==> src/rtl/pwr_state_pkg.sv <==
// Shared state encoding for the sleep power state controller.
// Assumes a two-bit state code that is visible at the top ports.
package pwr_state_pkg;
    typedef enum logic [1:0] {
        PS_RUN   = 2'b00,
        PS_SLEEP = 2'b01,
        PS_DEEP  = 2'b10,
        PS_STBY  = 2'b11
    } pwr_state_t;
endpackage

==> src/rtl/pwr_mode_select.sv <==
// Chooses the low-power target from the selector bits of the two control bytes.
// Assumes SEL_BIT < CTL_W. The first byte has priority over the second.
module pwr_mode_select
    import pwr_state_pkg::*;
#(
    parameter int CTL_W   = 8,
    parameter int SEL_BIT = 7
) (
    input  logic [CTL_W-1:0] ctl_a,
    input  logic [CTL_W-1:0] ctl_b,
    output pwr_state_t       target
);
    // priority pick: standby, then deep sleep, else plain sleep
    always_comb begin
        if (ctl_a[SEL_BIT])      target = PS_STBY;
        else if (ctl_b[SEL_BIT]) target = PS_DEEP;
        else                     target = PS_SLEEP;
    end
endmodule

==> src/rtl/pwr_state_fsm.sv <==
// Holds the power state and raises the pre-standby update request.
// Assumes irq_pending and sleep_req are synchronous to clk.
module pwr_state_fsm
    import pwr_state_pkg::*;
(
    input  logic       clk,
    input  logic       rst_n,
    input  logic       sleep_req,
    input  logic       irq_pending,
    input  pwr_state_t target,
    output pwr_state_t state,
    output logic       flush_req
);
    pwr_state_t state_nx;

    // next state: enter on request from running, leave on interrupt
    always_comb begin
        state_nx = state;
        if (state == PS_RUN) begin
            if (sleep_req) state_nx = target;
        end else if (irq_pending) begin
            state_nx = PS_RUN;
        end
    end

    // state register with synchronous active-low reset
    always_ff @(posedge clk) begin
        if (!rst_n) state <= PS_RUN;
        else        state <= state_nx;
    end

    // final update request while peripheral clocks still run
    always_comb flush_req = rst_n && (state == PS_RUN) && sleep_req && (target == PS_STBY);


    stby_entry_chk: assert property (@(posedge clk) disable iff (!rst_n)
        (state == PS_RUN && sleep_req && target == PS_STBY) |=> state == PS_STBY);

    wake_chk: assert property (@(posedge clk) disable iff (!rst_n)
        (state != PS_RUN && irq_pending) |=> state == PS_RUN);

    hold_chk: assert property (@(posedge clk) disable iff (!rst_n)
        (state != PS_RUN && !irq_pending) |=> $stable(state));

    stay_run_chk: assert property (@(posedge clk) disable iff (!rst_n)
        (state == PS_RUN && !sleep_req) |=> state == PS_RUN);

    reset_run_chk: assert property (@(posedge clk)
        !rst_n |=> state == PS_RUN);

    flush_lead_chk: assert property (@(posedge clk) disable iff (!rst_n)
        flush_req |=> state == PS_STBY);
endmodule

==> src/rtl/pwr_clk_gate_dec.sv <==
// Turns the power state into clock enables and per-group update pulses.
// Assumes every peripheral group is gated only in standby.
module pwr_clk_gate_dec
    import pwr_state_pkg::*;
#(
    parameter int N_PERIPH = 2
) (
    input  logic                clk,
    input  logic                rst_n,
    input  pwr_state_t          state,
    input  logic                flush_req,
    output logic                core_en,
    output logic                dma_en,
    output logic [N_PERIPH-1:0] periph_en,
    output logic [N_PERIPH-1:0] periph_flush
);
    // core and DMA enables per state
    always_comb begin
        core_en = (state == PS_RUN);
        dma_en  = (state == PS_RUN) || (state == PS_SLEEP);
    end

    // one enable and one update pulse per peripheral group
    for (genvar g = 0; g < N_PERIPH; g++) begin : g_periph
        always_comb begin
            periph_en[g]    = (state != PS_STBY);
            periph_flush[g] = flush_req;
        end
    end


    gate_order_chk: assert property (@(posedge clk) disable iff (!rst_n)
        core_en |-> (dma_en && (&periph_en)));

    dma_before_periph_chk: assert property (@(posedge clk) disable iff (!rst_n)
        (!(&periph_en)) |-> !dma_en);

    flush_clocked_chk: assert property (@(posedge clk) disable iff (!rst_n)
        (|periph_flush) |-> (core_en && (&periph_en)));
endmodule

==> src/rtl/pwr_state_ctrl.sv <==
// Top of the sleep power state controller: mode choice, state and gating.
// Assumes all inputs are synchronous to clk; reset is synchronous, active low.
module pwr_state_ctrl
    import pwr_state_pkg::*;
#(
    parameter int CTL_W    = 8,
    parameter int SEL_BIT  = 7,
    parameter int N_PERIPH = 2
) (
    input  logic                clk,
    input  logic                rst_n,
    input  logic                sleep_req,
    input  logic [CTL_W-1:0]    stby_ctl_a,
    input  logic [CTL_W-1:0]    stby_ctl_b,
    input  logic                irq_pending,
    output logic [1:0]          state_o,
    output logic                core_clk_en,
    output logic                dma_clk_en,
    output logic [N_PERIPH-1:0] periph_clk_en,
    output logic [N_PERIPH-1:0] periph_flush
);
    pwr_state_t target;
    pwr_state_t state;
    logic       flush_req;

    pwr_mode_select #(.CTL_W(CTL_W), .SEL_BIT(SEL_BIT)) u_sel (
        .ctl_a (stby_ctl_a),
        .ctl_b (stby_ctl_b),
        .target(target)
    );

    pwr_state_fsm u_fsm (
        .clk        (clk),
        .rst_n      (rst_n),
        .sleep_req  (sleep_req),
        .irq_pending(irq_pending),
        .target     (target),
        .state      (state),
        .flush_req  (flush_req)
    );

    pwr_clk_gate_dec #(.N_PERIPH(N_PERIPH)) u_dec (
        .clk         (clk),
        .rst_n       (rst_n),
        .state       (state),
        .flush_req   (flush_req),
        .core_en     (core_clk_en),
        .dma_en      (dma_clk_en),
        .periph_en   (periph_clk_en),
        .periph_flush(periph_flush)
    );

    // expose the state code
    always_comb state_o = state;
endmodule

==> config.mk <==
export PLATFORM = sky130hd
export DESIGN_NAME = pwr_state_ctrl
export DESIGN_NICKNAME = d
export VERILOG_FILES = /design/src/rtl/pwr_state_pkg.sv /design/src/rtl/pwr_mode_select.sv /design/src/rtl/pwr_state_fsm.sv /design/src/rtl/pwr_clk_gate_dec.sv /design/src/rtl/pwr_state_ctrl.sv
export SDC_FILE = /design/constraint.sdc
export NUM_CORES = 1
export LEC_CHECK = 0
export BUFFER_PORTS_ARGS = -buffer_cell sky130_fd_sc_hd__buf_2
export CAP_MARGIN = 20
export CORE_AREA = 5 5 42 44
export DETAILED_ROUTE_END_ITERATION = 16
export DIE_AREA = 0 0 47 49
export SLEW_MARGIN = 20
export SYNTH_ARGS = -nofsm -noshare
export SYNTH_HDL_FRONTEND = slang
export SYNTH_SLANG_ARGS = --single-unit
==> constraint.sdc <==
create_clock -name clk -period 2.8 [get_ports clk]
set_clock_uncertainty 0.15 [all_clocks]
set_input_delay 0.56 -clock clk [delete_from_list [all_inputs] [get_ports clk]]
set_output_delay 0.56 -clock clk [all_outputs]
set_load 0.005 [all_outputs]
==> results of run 1 <==
[final timing paths]
check | slack (ps) | end | from
max reg2reg | 1690 | u_fsm.state[1] | u_fsm.state[0]
max | 890 | periph_flush[1] | rst_n
min | 420 | u_fsm.state[0] | u_fsm.state[0]
min reg2reg | 420 | u_fsm.state[0] | u_fsm.state[0]
[critical path: stages]
cell,delay [ps]
buf_2,110
and4bb_1,210
and2_2,200
buf_2,120
[cell type report]
cell class / count / area [um2]
flip-flops and latches: 2 / 40.0
inverters: 1 / 3.75
repair buffers: 13 / 65.1
clock buffers: 3 / 22.5
well taps: 16 / 20.0
fillers: 170 / 1190
multi-input cells: 9 / 63.8
[metrics by stage]
| step | setup slack, ps | hold slack, ps | util | power, uW |
|---|---|---|---|---|
| 2_1_floorplan | 1020 | 385 | - | 45.6 |
| 3_3_place_gp | 902 | 391 | 0.138 | 55.1 |
| 3_5_place_dp | 900 | 405 | 0.138 | 56.0 |
| 4_1_cts | 892 | 412 | 0.154 | 125 |
| 5_1_grt | 841 | 446 | 0.154 | 130 |
| 6_report | 889 | 418 | 0.154 | 120 |
[logic make-up (layout without fill, tap and decap cells)]
family | Yosys count | count (layout) | synth area share
flops | 2 | 2 | 0.308
simple gates | 7 | 7 | 0.356
buf+inv | 4 | 17 | 0.202
compound gates | 2 | 2 | 0.135
[report_power, final]
group          internal, uW  leakage (uW)  switching (uW)
registers              31.3     0.0000165            3.22
clock network          47.3     0.0000138            17.0
logic                  12.7     0.0000790            8.21
[per-layer routing]
| metal | global-route usage | routed length [um] | vias to the layer above |
|---|---|---|---|
| met5 | 0 | 0 | - |
| met4 | 0.0415 | 0 | 0 |
| met3 | 0.0369 | 86 | 0 |
| met2 | 0.0271 | 111 | 13 |
| met1 | 0.0438 | 191 | 53 |
| li1 | - | - | 74 |
[layout by cell type (no fill, tap or decap)]
master and count:
a22o_1 2, and2_2 1, and4bb_1 1, buf_2 13
clkbuf_4 3, dfxtp_1 2, inv_1 1, nand2_1 1
nand2b_1 1, nor2_1 1, nor2b_1 1, or2_2 1
==> results.sh, run 1 <==
export IMPL_required_ps=2090
export IMPL_io_buffers=13
export IMPL_synthTopCellsByCount="buf_4 (3), a22o_1 (2), dfxtp_1 (2)"
export IMPL_holdPathStages=1
export IMPL_crit_path_start_kind="primary input"
export IMPL_row_count=14
export IMPL_largest_register_ff_count=2
export IMPL_hold_path_class="reg2reg"
export IMPL_top_regs="u_fsm.state x2"
export IMPL_placed_area_um2=193
export IMPL_dieArea_mm2=0.00230
export IMPL_firstDrtPassIters=2
export IMPL_root_buffer="clkbuf_4"
export IMPL_yosysWarnings=0
export IMPL_synthCells=15
export IMPL_gr_total_overflow=0
export IMPL_cts_resized_gates=0
export IMPL_peakVddDrop_mv=0.0675
export IMPL_seq_area_frac_synth=0.308
export IMPL_synth_area_um2=130
export IMPL_die_h_um=49
export IMPL_post_synth_top_count_cell="buf_4"
export IMPL_worst_pin_slew_ps=174
export IMPL_worstSetupPathType="in2out"
export IMPL_h_tree_depth=1
export IMPL_yosysTopAreaCellShare=0.308
export IMPL_relSlewSlack=0.884
export IMPL_via_per_inst=3.18
export IMPL_rr_worst_depth=2
export IMPL_grt_usage=0.0359
export IMPL_yosysTopAreaCell="dfxtp_1"
export IMPL_drive_gt1_frac=0.643
export IMPL_syn_nets=35
export IMPL_wl_um=389
export IMPL_fin_area_um2=215
export IMPL_dp_cells=41
export IMPL_final_max_slew_viol_count=0
export IMPL_area_delta_synth_final_pct=65.4
export IMPL_drv_cap=0
export IMPL_drtAntennaViolNets=0
export IMPL_rsz0062_at_grt="no"
export IMPL_yosys_most_used_dff="dfxtp_1"
export IMPL_worstSetupEndpointType="output pin"
export IMPL_synth_edf_count=0
export IMPL_drcViolationCount=0
export IMPL_core_mm2=0.00140
export IMPL_clkSinkCount=2
export IMPL_tns_ps=0
export IMPL_final_min_clock_period_ps=1910
export IMPL_stdcell_count=44
export IMPL_setup_viol=0
export IMPL_critPathMaxFanout=3
export IMPL_clockBufferDepth=2
export IMPL_diodes=0
export IMPL_cts_tree="built"
export IMPL_max_freq_ghz=0.523
export IMPL_gp_congestion=0.638
export IMPL_wl_per_cell_um=8.84
export IMPL_grt_pass1_wl_um=517
export IMPL_yosys_top_cells_area="dfxtp_1 (31%), buf_4 (17%), a22o_1 (13%), and4bb_1 (9.6%), and2_2 (5.8%)"
export IMPL_grt_pass1_vias=136
export IMPL_die_x_um=47
export IMPL_drtIter0Drc=1
export IMPL_grt_max_degree=7
export IMPL_yosysUniqueCellTypes=11
export IMPL_path_clk_slew_ps=30
export IMPL_finalHoldViolCount=0
export IMPL_top_register="u_fsm.state"
export IMPL_p_leak_uw=0.000109
export IMPL_vias=140
export IMPL_clock_latency_ps=220
export IMPL_avgSynthCellArea_um2=8.68
export IMPL_postCtsSetupRepairBufs=0
export IMPL_io_pins=28
export IMPL_initial_utilization=0.0929
export IMPL_cp_arrival_ps=1200
export IMPL_ys_ff_latch=2
export IMPL_layout_nets=50
export IMPL_postSynth_asyncResetShare=0
export IMPL_power_density_mw_per_mm2=556
export IMPL_antenna_found_initial=0
export IMPL_cts_buffers=3
export IMPL_cts_hold_buf=0
export IMPL_outcome="finished clean"
export IMPL_timing_final_crit_share=0.682
No activity file was read; power rests on OpenSTA's default activity.
==> inputs of run 2 (changes only) <==
- ABC_AREA: unset -> 1
- clock period: 2.8 -> 1.8 ns (I/O delays scaled with it)
==> run 2 against run 1 <==
  * Clock power up 54%
  * Largest power group unchanged
  * Largest cell class unchanged
  * Sequential share of layout area is 0.63 points lower
  * Critical endpoint is now periph_flush[0]
  * Synthesized cell count is 53% higher
==> results.sh, run 2 <==
export IMPL_area_delta_synth_final_pct=61.8
export IMPL_vias=174
export IMPL_fillCellCount=174
export IMPL_postSynth_asyncResetShare=0
export IMPL_required_ps=1290
export IMPL_root_buffer="clkbuf_4"
export IMPL_tns_ps=0
export IMPL_top_register="u_fsm.state"
export IMPL_h_tree_depth=1
export IMPL_relSlewSlack=0.891
export IMPL_yosysUniqueCellTypes=7
export IMPL_power_density_mw_per_mm2=839
export IMPL_p_total_uw=187
export IMPL_grt_pass1_wl_um=545
export IMPL_wl_um=383
export IMPL_antenna_found_initial=0
export IMPL_avgSynthCellArea_um2=5.98
export IMPL_multi_input_comb_area_um2=56.3
export IMPL_outcome="finished clean"
export IMPL_critical_path_slowest_cell="dfxtp_1"
export IMPL_seq_area_um2=40.0
export IMPL_grt_max_degree=6
export IMPL_max_freq_ghz=0.647
export IMPL_ys_ff_latch=2
export IMPL_clkSinkCount=2
export IMPL_path_clk_slew_ps=30
export IMPL_worstPathCellList="nor2_2 -> nand2_1 -> nor2_1 -> buf_2"
export IMPL_crit_path_start_kind="register"
export IMPL_yosys_top_cells_area="dfxtp_1 (29%), nand2_1 (19%), buf_4 (16%), nand3_1 (15%), inv_1 (14%)"
export IMPL_drtIter0Drc=1
export IMPL_final_max_slew_viol_count=0
export IMPL_row_count=14
export IMPL_largest_register_ff_count=2
export IMPL_synthTopCellsByCount="nand2_1 (7), inv_1 (5), nand3_1 (4), buf_4 (3), dfxtp_1 (2)"
export IMPL_p_leak_uw=0.000136
export IMPL_finalHoldViolCount=0
export IMPL_initial_utilization=0.0982
export IMPL_yosys_most_used_dff="dfxtp_1"
export IMPL_grt_usage=0.0408
export IMPL_synth_edf_count=0
export IMPL_cts_buffers=3
export IMPL_syn_nets=43
export IMPL_synthCells=23
export IMPL_firstDrtPassIters=2
export IMPL_layout_nets=58
export IMPL_die_x_um=47
export IMPL_yosysWarnings=0
export IMPL_top_regs="u_fsm.state x2"
export IMPL_cts_tree="built"
export IMPL_drtAntennaViolNets=0
export IMPL_die_h_um=49
export IMPL_final_cell_mix="buf_2 (13), nand2_1 (7), inv_1 (5), nand3_1 (4), clkbuf_4 (3)"
export IMPL_drcViolationCount=0
export IMPL_yosysTopAreaCellShare=0.291
export IMPL_stdcell_count=52
export IMPL_rsz0062_at_grt="no"
export IMPL_cts_resized_gates=0
export IMPL_critPathMaxStageDelay_ps=330
export IMPL_critPathMaxFanout=5
export IMPL_r2r_setup_slack_ps=910
export IMPL_io_pins=28
export IMPL_cts_hold_buf=0
export IMPL_grt_pass1_vias=158
export IMPL_mostFrequentLayoutCell="buf_2"
export IMPL_dp_cells=49
export IMPL_diodes=0
export IMPL_cp_arrival_ps=1040
export IMPL_drv_cap=0
export IMPL_worst_pin_slew_ps=164
export IMPL_dieArea_mm2=0.00230
export IMPL_via_per_inst=3.35
export IMPL_timing_final_crit_share=0.859
export IMPL_yosysTopAreaCell="dfxtp_1"
export IMPL_clock_latency_ps=220
export IMPL_post_synth_top_count_cell="nand2_1"
export IMPL_synth_area_um2=138
export IMPL_io_buffers=13
export IMPL_gp_congestion=0.645
export IMPL_dpl_hpwl_um=291
export IMPL_drive_gt1_frac=0.472
export IMPL_clockBufferDepth=2
export IMPL_seq_area_frac_synth=0.291
export IMPL_worstSetupPathType="reg2out"
export IMPL_gr_total_overflow=0
export IMPL_wl_per_cell_um=7.37
export IMPL_peakVddDrop_mv=0.0858
export IMPL_final_min_clock_period_ps=1550
export IMPL_postCtsSetupRepairBufs=0
export IMPL_hold_path_class="in2reg"
export IMPL_core_mm2=0.00140
export IMPL_worstSetupEndpointType="output pin"
export IMPL_setup_viol=0
## run 2: changes by cell type after synthesis, sizes merged
| cell | change |
|---|---|
| a22o | -2 |
| and2 | -1 |
| and4bb | -1 |
| inv | +4 |
| nand2 | +6 |
| nand2b | -1 |
| nand3 | +4 |
| nor2 | +1 |
| nor2b | -1 |
| or2 | -1 |
## run 2: final timing paths
check / from / end / depth (start not counted)
min reg2reg: u_fsm.state[0] / u_fsm.state[0] / 2
max: u_fsm.state[1] / periph_flush[0] / 4
min: rst_n / u_fsm.state[0] / 3
max reg2reg: u_fsm.state[1] / u_fsm.state[0] / 3
## run 2: where the power goes
group          leakage, uW  internal [uW]  total [uW]  switching (uW)
Clock            0.0000138           73.6        99.0            25.5
Combinational     0.000106           17.0        34.5            17.6
Sequential       0.0000165           48.7        53.3            4.59
Total             0.000136            139         187            47.6
## run 2: layout make-up
type                            instances  area share
Multi-Input combinational cell         13       0.253
Inverter                                5      0.0843
Tap cell                               16      0.0899
Clock buffer                            3       0.101
Sequential cell                         2       0.180
Timing Repair Buffer                   13       0.292
## run 2: metal layers
layer  vias up  track usage  share of wire
met2        11       0.0498           0.50
met1        72       0.0263           0.32
met3         0       0.0221           0.19
li1         91            -              -
met5         -            0              0
met4         0       0.0829              0
## run 2: worst max-delay path: cells and delay by family, from the launching register on
kind          cells  cell delay [ps]
simple gates      3              350
flops             1              330
buf+inv           1              130
## run 2: metrics by stage
stage | area, um2 | setup slack [ps] | util | hold WS, ps
2_1_floorplan | 138 | 487 | - | 348
3_3_place_gp | 200 | 434 | 0.143 | 357
3_5_place_dp | 200 | 428 | 0.143 | 359
4_1_cts | 223 | 237 | 0.159 | 245
5_1_grt | 223 | 168 | 0.159 | 247
6_report | 223 | 254 | 0.159 | 253
## run 2: cell families after synthesis
kind of cell           Yosys count  share of synthesized area
buffers and inverters            8                      0.300
and+or+nand+nor                 13                      0.409
DFF                              2                      0.291
